==> src/rtl/fp_sync_pkg.sv <==
package fp_sync_pkg;
   localparam int MIN_FRAME_LEN   = 2;
   localparam int MIN_SYNC_STAGES = 2;
endpackage

==> src/rtl/fp_sync_edge.sv <==
module fp_sync_edge #(
   parameter int STAGES = 2
) (
   input  logic clk,
   input  logic rst_n,
   input  logic din,
   output logic rise
);
   logic [STAGES-1:0] chain;
   logic              prev;

   always_ff @(posedge clk or negedge rst_n) begin
      if (!rst_n) begin
         chain <= '0;
         prev  <= 1'b0;
      end else begin
         chain <= {chain[STAGES-2:0], din};
         prev  <= chain[STAGES-1];
      end
   end

   assign rise = chain[STAGES-1] & ~prev;
endmodule

==> src/rtl/fp_frame_ctr.sv <==
module fp_frame_ctr #(
   parameter int CNT_W = 12
) (
   input  logic             clk,
   input  logic             rst_n,
   input  logic [CNT_W-1:0] frame_eff,
   input  logic             reload,
   output logic             pulse,
   output logic [CNT_W-1:0] cnt
);
   logic wrap;

   assign wrap = (cnt >= (frame_eff - CNT_W'(1)));

   always_ff @(posedge clk or negedge rst_n) begin
      if (!rst_n) begin
         cnt   <= '0;
         pulse <= 1'b0;
      end else if (reload || wrap) begin
         cnt   <= '0;
         pulse <= 1'b1;
      end else begin
         cnt   <= cnt + CNT_W'(1);
         pulse <= 1'b0;
      end
   end
endmodule

==> src/rtl/fp_sync_watch.sv <==
module fp_sync_watch #(
   parameter int CNT_W = 12
) (
   input  logic           clk,
   input  logic           rst_n,
   input  logic [CNT_W-1:0] frame_eff,
   input  logic           edge_seen,
   output logic           present,
   output logic [CNT_W:0] gap
);
   localparam int GW = CNT_W + 1;

   logic [GW-1:0] window_m1;

   assign window_m1 = ({1'b0, frame_eff} << 1) - GW'(1);

   always_ff @(posedge clk or negedge rst_n) begin
      if (!rst_n) begin
         gap     <= '0;
         present <= 1'b0;
      end else if (edge_seen) begin
         gap     <= '0;
         present <= 1'b1;
      end else if (gap >= window_m1) begin
         present <= 1'b0;
      end else begin
         gap <= gap + GW'(1);
      end
   end
endmodule

==> src/rtl/fp_sync_aligner.sv <==
module fp_sync_aligner
   import fp_sync_pkg::*;
#(
   parameter int NUM_SYNC    = 3,
   parameter int SEL_W       = 2,
   parameter int CNT_W       = 12,
   parameter int SYNC_STAGES = 2
) (
   input  logic                clk,
   input  logic                rst_n,
   input  logic [CNT_W-1:0]    frame_len,
   input  logic [SEL_W-1:0]    ref_sel,
   input  logic                align_en,
   input  logic [NUM_SYNC-1:0] sync_in,
   output logic                frame_pulse,
   output logic                sync_present
);
   localparam int PAD_W = 2 ** SEL_W;

   if (NUM_SYNC < 1 || NUM_SYNC > PAD_W) begin : g_bad_num
      $error("NUM_SYNC must lie between 1 and 2**SEL_W");
   end
   if (CNT_W < 2) begin : g_bad_cnt
      $error("CNT_W must be at least 2");
   end
   if (SYNC_STAGES < MIN_SYNC_STAGES) begin : g_bad_stages
      $error("SYNC_STAGES below the minimum synchronizer depth");
   end

   logic [NUM_SYNC-1:0] rise_vec;
   logic [PAD_W-1:0]    rise_pad;
   logic                sel_edge;
   logic                reload;
   logic [CNT_W-1:0]    frame_eff;
   logic [CNT_W-1:0]    frame_cnt;
   logic [CNT_W:0]      gap_cnt;

   for (genvar i = 0; i < NUM_SYNC; i++) begin : g_line
      fp_sync_edge #(.STAGES(SYNC_STAGES)) u_edge (
         .clk  (clk),
         .rst_n(rst_n),
         .din  (sync_in[i]),
         .rise (rise_vec[i])
      );
   end

   assign rise_pad  = PAD_W'(rise_vec);
   assign sel_edge  = rise_pad[ref_sel];
   assign reload    = sel_edge & align_en;
   assign frame_eff = (frame_len < CNT_W'(MIN_FRAME_LEN)) ? CNT_W'(MIN_FRAME_LEN) : frame_len;

   fp_frame_ctr #(.CNT_W(CNT_W)) u_ctr (
      .clk      (clk),
      .rst_n    (rst_n),
      .frame_eff(frame_eff),
      .reload   (reload),
      .pulse    (frame_pulse),
      .cnt      (frame_cnt)
   );

   fp_sync_watch #(.CNT_W(CNT_W)) u_watch (
      .clk      (clk),
      .rst_n    (rst_n),
      .frame_eff(frame_eff),
      .edge_seen(sel_edge),
      .present  (sync_present),
      .gap      (gap_cnt)
   );
endmodule

==> config.mk <==
export PLATFORM = sky130hd
export DESIGN_NAME = fp_sync_aligner
export DESIGN_NICKNAME = d
export VERILOG_FILES = /design/src/rtl/fp_sync_pkg.sv /design/src/rtl/fp_sync_edge.sv /design/src/rtl/fp_frame_ctr.sv /design/src/rtl/fp_sync_watch.sv /design/src/rtl/fp_sync_aligner.sv
export SDC_FILE = /design/constraint.sdc
export NUM_CORES = 1
export LEC_CHECK = 0
export BUFFER_PORTS_ARGS = -buffer_cell sky130_fd_sc_hd__buf_2
export CORE_MARGIN = 2
export CORE_UTILIZATION = 45
export CTS_BUF_LIST = sky130_fd_sc_hd__clkbuf_16
export CTS_CLUSTER_DIAMETER = 200
export DETAILED_ROUTE_END_ITERATION = 8
export SETUP_SLACK_MARGIN = 0.15
export SLEW_MARGIN = 20
export SYNTH_ARGS = -nofsm -noshare
export SYNTH_HDL_FRONTEND = slang
export SYNTH_SLANG_ARGS = --single-unit
==> constraint.sdc <==
create_clock -name clk -period 2.86 [get_ports clk]
set_input_delay 0.429 -clock clk [delete_from_list [all_inputs] [get_ports clk]]
set_output_delay 0.429 -clock clk [all_outputs]
set_load 0.05 [all_outputs]
After elaboration in Yosys (flattened, before gate mapping)

Cells that the tools add are included.

Multiplexer cells: 9
Bitwise logic cells: 7
Add/subtract/negate cells: 4
Reduce and logical (&&, ||, !) cells: 2
Eq/ne operators: 1
$lt $le $gt $ge: 4

Operators by type and width:

| operator                                                                      | count |
|---|---|
| 13-bit 2-to-1 mux                                                             | 2 |
| 12-bit 2-to-1 mux                                                             | 2 |
| 13-bit by 1-bit adder with 13-bit output, second input constant               | 1 |
| 13-bit greater-or-equal comparator                                            | 1 |
| 13-bit by 1-bit subtractor with 13-bit output, second input constant          | 1 |
| 12-bit by 1-bit adder with 12-bit output, second input constant               | 1 |
| 12-bit greater-or-equal comparator                                            | 1 |
| 12-bit by 2-bit less-than comparator with 1-bit output, second input constant | 1 |
| 12-bit by 1-bit subtractor with 12-bit output, second input constant          | 1 |
| 1-bit bitwise AND                                                             | 4 |
| 1-bit 2-to-1 mux                                                              | 4 |
| 2-bit by 3-bit less-than comparator with 1-bit output, second input constant  | 1 |
| 1-bit inverter                                                                | 3 |
| 1-bit binary-select mux with 2-bit select                                     | 1 |
| 2-bit inequality test, second input constant                                  | 1 |
| 2-bit nonzero test                                                            | 1 |
| 1-bit logical OR                                                              | 1 |

Register bits: 36
Word-level logic and storage cells: 37
Output and inout bits: 2
Input bits: 20

Logic depth before layout (Yosys ltp)

Gate-level depths: netlist of the first run.

Word-level depth: 7
Depth in mapped cells: 17
Mapped depth without buffers: 16

By module

From an unflattened synthesis of the first run, not the netlist that was laid out.

Cell total of the unflattened synthesis: 283
Area, all modules: 2670.1 um2

Modules (own cells, without submodules):

| module          | area each (um2) | cells an instance | seq. area each (um2) | times used |
|---|---|---|---|---|
| fp_sync_watch   | 1206.2          | 136               | 350.3                | 1 |
| fp_frame_ctr    | 1097.3          | 115               | 325.3                | 1 |
| fp_sync_edge    | 88.8            | 4                 | 75.1                 | 3 |
| fp_sync_aligner | 100.1           | 20                | 0.0                  | 1 |

Least setup slack after synthesis of the first run

No wires, ideal clock.

Kind: input to register
Start point: in frame_len[8]
End point: reg u_watch.gap[12]
Stages: 16
Setup time: 136 ps
Required time: 2724 ps
Data arrival time: 3837 ps
Slack: -1114 ps
Path buffers: 0
Cell sequence: nor3_1 -> nand2b_1 -> nor3_1 -> nand2_1 -> o21ai_0 -> ha_1 -> nand2_1 -> or3_1 -> xor2_1 -> ha_1 -> o21ai_0 -> o221ai_2 -> maj3_4 -> a2111oi_4 -> a31o_2 -> a21oi_1

Word-level cells in the longest chain between the ends: 5

RTL lines:

| element                                                | line                  | RTL |
|---|---|---|
| start, declared                                        | fp_sync_aligner.sv:11 | `input logic [CNT_W-1:0] frame_len,` |
| 12-bit by 2-bit less-than comparator with 1-bit output | fp_sync_aligner.sv:50 | `assign frame_eff = (frame_len < CNT_W'(MIN_FRAME_LEN)) ? CNT_W'(MIN_FRAME_LEN) : frame_len;` |
| 12-bit 2-to-1 mux *                                    | fp_sync_aligner.sv:50 |  |
| 13-bit by 1-bit subtractor with 13-bit output *        | fp_sync_watch.sv:15   | `assign window_m1 = ({1'b0, frame_eff} << 1) - GW'(1);` |
| 13-bit greater-or-equal comparator *                   | fp_sync_watch.sv:24   | `end else if (gap >= window_m1) begin` |
| 2-bit inequality test (no line) *                      | n/a                   |  |
| end signal, assigned                                   | fp_sync_watch.sv:27   | `gap <= gap + GW'(1);` |
| end, declared                                          | fp_sync_watch.sv:9    | `output logic [CNT_W:0] gap` |

Mark *: on every way between the ends. The rest lies on a longest branch, timed or not.
A chain may end at the register's enable or synchronous reset.

Worst setup path in the final report of the first run

Ends and elaborated chain as after synthesis.

==> metrics list, run 1 <==
- Clock insertion delay at the later pin of the skew report: 0.29 ns
* Die Ht: 76.17 um
* Worst Skew: 0.006173 ns
* Final critical delay including setup and external delays: 3.640 ns
- Setup slack on the critical path of the routed design comes to -0.7795 ns.
* Final antenna-violating net count: 0
- Share of the synthesized area in the top cell type: 38.44%
- Total met3 wirelength after detailed routing: 226 um
- In this run the horizontal extent of the chip is 76.17 um.
- Cell count after synthesis: 237
* Mapped Avg Cell Area: 9.888 um2
- Number of rows in the core area: 26
- In the final layout, the share of cells above drive strength 1 is 45.59%.
- Static timing analysis puts the maximum clock frequency at 274.8 MHz.
- Via count: 2,146
* Starting density of the core: 46.18%
- Synth async-reset ratio: 100.0%
* Synth-to-layout area growth: 52.75%
* Final HPWL from detailed placement: 3836 um
- CTS built an H-tree with a depth of 2.
- First-pass DRT Iterations: 4
- Clock-pin slew was measured on the worst setup and hold paths at 0.06 ns.
- Setup repair after global routing could not meet its margin everywhere.
* Clock Sink Count: 36
- Yosys attributes the largest share of cell area to sky130_fd_sc_hd__dfrtp_1, sky130_fd_sc_hd__ha_1, sky130_fd_sc_hd__xnor2_1.
* Die ar.: 5801 um2
* Commonest register cell after synthesis: sky130_fd_sc_hd__dfrtp_1
- The total overflow left after global routing is 0.
- The tree is rooted in a sky130_fd_sc_hd__clkbuf_16.
- Post-layout net count: 371
- Cell area after technology mapping: 2343 um2
- Register bit total from synthesis: 36
- For the worst setup path, the data arrival time is 3.81 ns.
- Max Slew Vio Count: 0
- Clock tree from TritonCTS: done
- Core utilization of the finished layout: 70.54%
- The worst setup path is captured at a flop.
- Core area: 5075 um2
- In the final routed layout, each cell accounts on average for 15.49 um.
- The flow ran to the end, but the final reports show violations.
- Worst-case vdd ir drop: 0.3732 mV
- Setup violation total in the final timing report: 27
* Class of the worst hold path: input port to async pin
- Before CTS, the worst setup slack after placement is -1.077 ns.
- Sequential area share after synthesis: 38.44%
- Met1 Routed Length: 2753 um
- Max capacitance violation total: 0
* Placed insts: 359
- Counting the fill cells in the layout gives 356.
- Summed negative setup slack over all endpoints: -15.38 ns
- Along the worst path, the maximum fanout reaches 8.
- Violated checks: negative setup slack
- Wires add up to 6181 um.
- The synthesized design contains 0 enable-type register cells.
- The congestion estimate from routability-driven global placement came to 0.8703.
- At the pin with the least slew margin, the transition time is 0.7948 ns.
* Filler-free cell count of the finished design: 399
- Number of global-route vias before repair: 2,014
* Category of the most critical setup path: input port to flop
- Final hold violation count: 0
* Startpoint kind of the worst setup timing path: input port
- Standby leakage power: 1.627 nW
- The repair_antennas step left the layout with diodes totalling 0.
- In the detailed route, the total length drawn on met2 is 3050 um.
* Nets in the synthesized netlist: 280
* IO Port Bufs: 21
- Combined global-route utilization of all metal layers: 20.16%
- The final critical path takes up 127.3% of the cycle.
- Initial antenna violation count: 0
- I/O pin count: 22
* Global-route wire length before repair: 9273 um
- In this run the power density over the cells is 467.2 nW/um2.
- After detailed routing, no signal wire sits above met4.
- Drt first-iter violations: 135
- During synthesis, Yosys emitted a total of 0 warnings.
* Inserted Clock Buffers: 5
- The longest clock path from root to sink contains 2 buffers.
- In the routed design, unresolved DRC markers number 0.
* Count of unique library cells instantiated by Yosys: 44
* Via density per instance: 5.378
* Normalized max-slew margin: 47.02%
- Of all cell types, the one taking the most synthesized area is sky130_fd_sc_hd__dfrtp_1.
- Entering global routing, the biggest net connects 37 pins.
- Final Hold Slack: 0.2253 ns
- Data required time at the worst endpoint: 3.03 ns
metal layers:
layer | up-vias | track usage, %
met3 | 14 | 4.739
met2 | 45 | 32.50
met1 | 1053 | 26.33
met5 | - | 0
met4 | 0 | 8.000
li1 | 1034 | -
registers in the layout, indices dropped and copies added (netlist names):
signal,count
u_ctr.pulse,1
u_watch.gap,13
u_ctr.cnt,12
u_watch.present,1
g_line.u_edge.prev,3
g_line.u_edge.chain,6
through the flow:
stage	power (W)	cell area, um2
floorplan	0.0008670	2380
global placement	0.001023	2811
CTS	0.001596	3169
finish	0.001673	3580
detailed placement	0.001031	2811
global route	0.001767	3580
report_power, final:
group | internal (W) | switching (W)
combinational | 0.000271 | 0.000231
clock | 0.000321 | 0.000222
sequential | 0.000566 | 0.0000622
total | 0.00116 | 0.000515
Yosys cell counts (all sizes together), types with 3 or more instances:
| cell | count |
|---|---|
| nand3 | 10 |
| a2111oi | 4 |
| nor2 | 30 |
| xnor2 | 16 |
| o21ai | 5 |
| a211oi | 5 |
| nand2 | 20 |
| ha | 23 |
| a21o | 7 |
| nor2b | 3 |
| a31o | 3 |
| and3 | 3 |
| nor3 | 5 |
| nand2b | 4 |
| nand4 | 7 |
| inv | 10 |
| dfrtp | 36 |
| xor2 | 7 |
| a21oi | 9 |
path summary, 6_finish.rpt:
kind                                                 from                        end  slack [ns]  cells after the start
min in group clk                               sync_in[2]  g_line[2].u_edge.chain[0]        0.24                      1
worst min register to register  g_line[0].u_edge.chain[0]  g_line[0].u_edge.chain[1]        0.35                      0
max in group asynchronous                           rst_n               u_ctr.cnt[0]        2.12                      1
worst max-delay path                         frame_len[8]            u_watch.gap[12]       -0.78                     19
worst max register to register             u_watch.gap[2]            u_watch.gap[12]        0.25                      8
worst min-delay path                                rst_n             u_watch.gap[6]        0.23                      1
cell families after synthesis:
kind of cell,count (synthesis),share of synthesized area (%)
adder cells (fa/ha/maj),24,12.87
flip-flops,36,38.44
multiplexers,3,1.335
AND/OR/NAND/NOR,95,20.56
XOR/XNOR,23,8.596
buffers and inverters,13,2.136
AO/OA/AOI/OAI,43,16.07
layout make-up:
type                    instances  area, um2  share of cell area [%]
repair buffers                 87      693.2                   19.36
inverters                      10      40.04                   1.118
clock buffers                   5      125.1                   3.495
well taps                      70      87.58                   2.447
clock inverters                 3      18.77                  0.5243
multi-input cells             188       1714                   47.89
flip-flops and latches         36      900.9                   25.17
critical path: stages:
cell and delay (ns):
sky130_fd_sc_hd__buf_8 0.10, sky130_fd_sc_hd__nor3_4 0.18, sky130_fd_sc_hd__nand2b_1 0.11, sky130_fd_sc_hd__nor3_2 0.20, sky130_fd_sc_hd__nand2_1 0.16, sky130_fd_sc_hd__o21ai_2 0.22, sky130_fd_sc_hd__buf_4 0.15, sky130_fd_sc_hd__buf_4 0.10
sky130_fd_sc_hd__buf_6 0.08, sky130_fd_sc_hd__buf_6 0.10, sky130_fd_sc_hd__inv_4 0.03, sky130_fd_sc_hd__ha_4 0.14, sky130_fd_sc_hd__a21o_1 0.17, sky130_fd_sc_hd__a2111oi_4 0.39, sky130_fd_sc_hd__o221ai_2 0.16, sky130_fd_sc_hd__maj3_4 0.43
sky130_fd_sc_hd__a2111oi_4 0.39, sky130_fd_sc_hd__a31o_2 0.20, sky130_fd_sc_hd__a21oi_1 0.06
cell usage in the layout (no fill, tap or decap), types with 3 or more instances in the layout:
cell type                   instances
sky130_fd_sc_hd__nor2_2             6
sky130_fd_sc_hd__nand4_1            7
sky130_fd_sc_hd__ha_4               6
sky130_fd_sc_hd__nand2_1           17
sky130_fd_sc_hd__nand3_1           10
sky130_fd_sc_hd__a21o_1             7
sky130_fd_sc_hd__nor2_1            22
sky130_fd_sc_hd__buf_4             44
sky130_fd_sc_hd__a21oi_1            8
sky130_fd_sc_hd__inv_1              9
sky130_fd_sc_hd__a2111oi_4          3
sky130_fd_sc_hd__clkbuf_16          5
sky130_fd_sc_hd__buf_6             22
sky130_fd_sc_hd__nor2b_1            3
sky130_fd_sc_hd__a211oi_2           4
sky130_fd_sc_hd__xor2_1             5
sky130_fd_sc_hd__xnor2_1           14
sky130_fd_sc_hd__dfrtp_1           36
sky130_fd_sc_hd__buf_2             20
sky130_fd_sc_hd__ha_1              16
what timing repair did:
item                                    CTS  global route
cloned                                    0             1
pin swaps                                15            17
hold buffers                              0             0
endpoints found under the hold margin     0             0
setup buffers                            20            11
gates resized for setup                  16            61
endpoints found under the setup margin   27            27
Note: power is estimated with default switching activity, not from simulation.
==> inputs of run 2 (changes only) <==
--- a/config.mk
+++ b/config.mk
@@ -6,9 +6,8 @@
 export NUM_CORES = 1
 export LEC_CHECK = 0
 export BUFFER_PORTS_ARGS = -buffer_cell sky130_fd_sc_hd__buf_2
-export CORE_MARGIN = 2
 export CORE_UTILIZATION = 45
-export CTS_BUF_LIST = sky130_fd_sc_hd__clkbuf_16
+export CTS_BUF_LIST = sky130_fd_sc_hd__clkbuf_4 sky130_fd_sc_hd__clkbuf_8
 export CTS_CLUSTER_DIAMETER = 200
 export DETAILED_ROUTE_END_ITERATION = 8
 export SETUP_SLACK_MARGIN = 0.15
==> run 2 against run 1 <==
  * The run still ends with negative setup slack left
  * Non-clock buffer count fell by 20
  * Sequential cell count stayed put
  * Global-route usage up 2.3 points
  * Clock power decreased by 33%
  * Wire length down 9.3%
  * Clock skew up 0.00086 ns
  * Hold slack got worse by 0.0086 ns
  * Critical endpoint unchanged
  * First-iteration DRC count fell by 66%
  * Via count fell by 8.9%
  * Clock-buffer cell count is the same
  * Core utilization shrank 4.3 points
  * Critical path type unchanged
==> metrics list, run 2 (synthesis results as in run 1) <==
- Standby leakage power: 1.477 nW
- After the flow finishes, the layout carries non-filler instances totaling 377.
- For this design, the slowest cell found on the critical path is sky130_fd_sc_hd__maj3_4.
- Top library cells by usage in the layout, fill and taps aside: sky130_fd_sc_hd__buf_4, sky130_fd_sc_hd__dfrtp_1, sky130_fd_sc_hd__nor2_1
- Biggest regs: u_watch.gap x13, u_ctr.cnt x12, g_line.u_edge.chain x6
- Worst path top cell family by delay: compound AO/OA/AOI/OAI gates
- Maximum fanout encountered on the critical timing path: 8
- Quantity of hold-fixing buffers added after cts: 0
* Number of flip-flops in the largest register: 13
- Final critical delay including setup and external delays: 3.384 ns
- For this configuration, the core starts out at a cell density of 48.03%.
- The number of hold violations in the final report was 0.
* Max Slew Vio Count: 0
- Routed wire per std cell: 14.88 um
- The floorplan has 25 rows.
- First-pass DRT Iterations: 4
* Cells along the critical path: buf_8 -> nor3_4 -> nand2b_1 -> nor3_2 -> buf_4 -> a21oi_1 -> ha_4 -> xnor2_2 -> ha_4 -> and4_1 -> a2111oi_4 -> o221ai_2 -> maj3_4 -> a2111oi_4 -> a31o_2 -> a21oi_1
* Max Buffers Root-to-Sink: 2
- Die Ht: 74.17 um
* Final Hold Slack: 0.2167 ns
- After filler insertion, the fill cell instance count of the layout stands at 396.
* Data required time at the worst endpoint: 3.05 ns
- After detailed routing, the number of remaining DRC violations is 0.
* Clock tree from TritonCTS: done
- Setup repair after global routing could not meet its margin everywhere.
* Fraction of final layout cells with drive strength greater than 1: 37.42%
* Class of the worst hold path: input port to async pin
* Core area: 4880 um2
- Routability-driven placement finished with a final weighted congestion of 0.8497.
* Leading cell type in the layout, fill and taps excluded: sky130_fd_sc_hd__buf_4
- Worst-case vdd ir drop: 0.3116 mV
* Normalized max-slew margin: 45.94%
- Timing would allow up to 295.6 MHz.
- Number of global-route vias before repair: 1,901
* Total power consumption of the routed design: 0.001449 W
- Pin placement for this block handled 22 I/O pins.
- Final wirelength: 5609 um
- Clock tree synthesis selected as its root buffer the cell sky130_fd_sc_hd__clkbuf_8.
* H-Tree Depth: 2
- For the worst-skew pair, the clock arrives at the later sink with an insertion delay of 0.30 ns.
- The worst setup path is of the input port to flop kind.
- Combined global-route utilization of all metal layers: 22.48%
- Across all layers, the routed design uses 1,954 vias.
- IO Port Bufs: 21
* Actual slew at the worst max-slew pin: 0.8109 ns
- Delay of the slowest cell on the worst path: 0.43 ns
- Once detailed placement completed, the half-perimeter wirelength came to 3827 um.
- Global-route wire length before repair: 9018 um
- Kind of end point of the critical path: flop
- The final reports fail on negative setup slack.
- Die ar.: 5500 um2
- Power spread over the standard cell area amounts to 448.1 nW/um2.
* Via density per instance: 5.183
- Compared with the post-synthesis result, the final layout area differs by 37.96%.
- Final antenna-violating net count: 0
- Buffers inserted during clock tree synthesis total 5.
- Largest register by flop count: u_watch.gap
* Grt total ovfl: 0
* Status: finished with violations
- Die Width: 74.17 um
- After layout, the worst setup slack is -0.5235 ns.
- The number of buffers and inverters on the critical path is 2.
- Drt first-iter violations: 46
- Maximum number of pins on one net before global-route repair: 37
- Initial antenna violation count: 0
* Share of the cycle needed by the critical path after routing: 118.3%
- In the final design database the tool counted 352 nets.
* Worst slack at placement: -1.024 ns
- The worst setup path is launched from an input port.
- Clock-pin slew was measured on the worst setup and hold paths at 0.08 ns.
- Clock tree synthesis found a total of 36 sinks.
- The repair_antennas step left the layout with diodes totalling 0.
- Placed insts: 359
- Between clock sinks in the finished design, the worst skew comes to 0.007032 ns.
- Setup violation total in the final timing report: 27
- Across the run, the number of max-cap violations was 0.
* CP Data Arrival Time: 3.57 ns
-- run 2: changes by cell type in the layout (fill, tap and decap cells not counted), sizes merged --
cell,before,now
buf,87,67
nor3,5,6
-- run 2: what timing repair did --
item	4_1_cts	5_1_grt
endpoints found under the setup margin	27	27
hold endpoints to repair	0	0
gates cloned	1	0
setup buffers	6	3
pin swaps	16	7
resized for setup	33	6
-- run 2: worst paths after layout --
path	start	to	slack, ns	cells past startpoint
worst max register to register	u_watch.gap[2]	u_watch.gap[12]	0.24	8
worst max-delay path	frame_len[8]	u_watch.gap[12]	-0.52	16
max in group asynchronous	rst_n	u_ctr.cnt[8]	2.12	1
worst min register to register	g_line[1].u_edge.chain[0]	g_line[1].u_edge.chain[1]	0.35	0
worst min-delay path	rst_n	u_watch.gap[1]	0.22	1
min in group clk	sync_in[0]	g_line[0].u_edge.chain[0]	0.24	1
-- run 2: cell type report --
class | instances | area, um2 | share of cell area, %
Tap cell | 67 | 83.83 | 2.593
Multi-Input combinational cell | 189 | 1642 | 50.77
Sequential cell | 36 | 900.9 | 27.86
Inverter | 10 | 37.54 | 1.161
Timing Repair Buffer | 67 | 481.7 | 14.90
Clock inverter | 3 | 18.77 | 0.5805
Clock buffer | 5 | 68.82 | 2.128
-- run 2: metrics by stage --
| step | cell area [um2] | TNS [ns] | util, % |
|---|---|---|---|
| after floorplan | 2380 | -9.978 | - |
| after global placement | 2830 | -22.20 | 58.00 |
| after detailed placement | 2830 | -24.01 | 58.00 |
| after CTS | 3181 | -6.683 | 65.18 |
| after global routing | 3233 | -14.26 | 66.26 |
| final | 3233 | -9.927 | 66.26 |
-- run 2: power breakdown --
group,leakage [nW],switching [W],internal [W]
clock network,0.0479,0.000194,0.000170
logic,0.964,0.000218,0.000235
registers,0.465,0.0000662,0.000565
total,1.48,0.000479,0.000970
-- run 2: metal layers --
metal	GRT usage, %	part of all wire [%]
met5	0	0
met4	7.906	1.2
met2	36.36	48
met3	5.420	3.1
met1	29.42	48
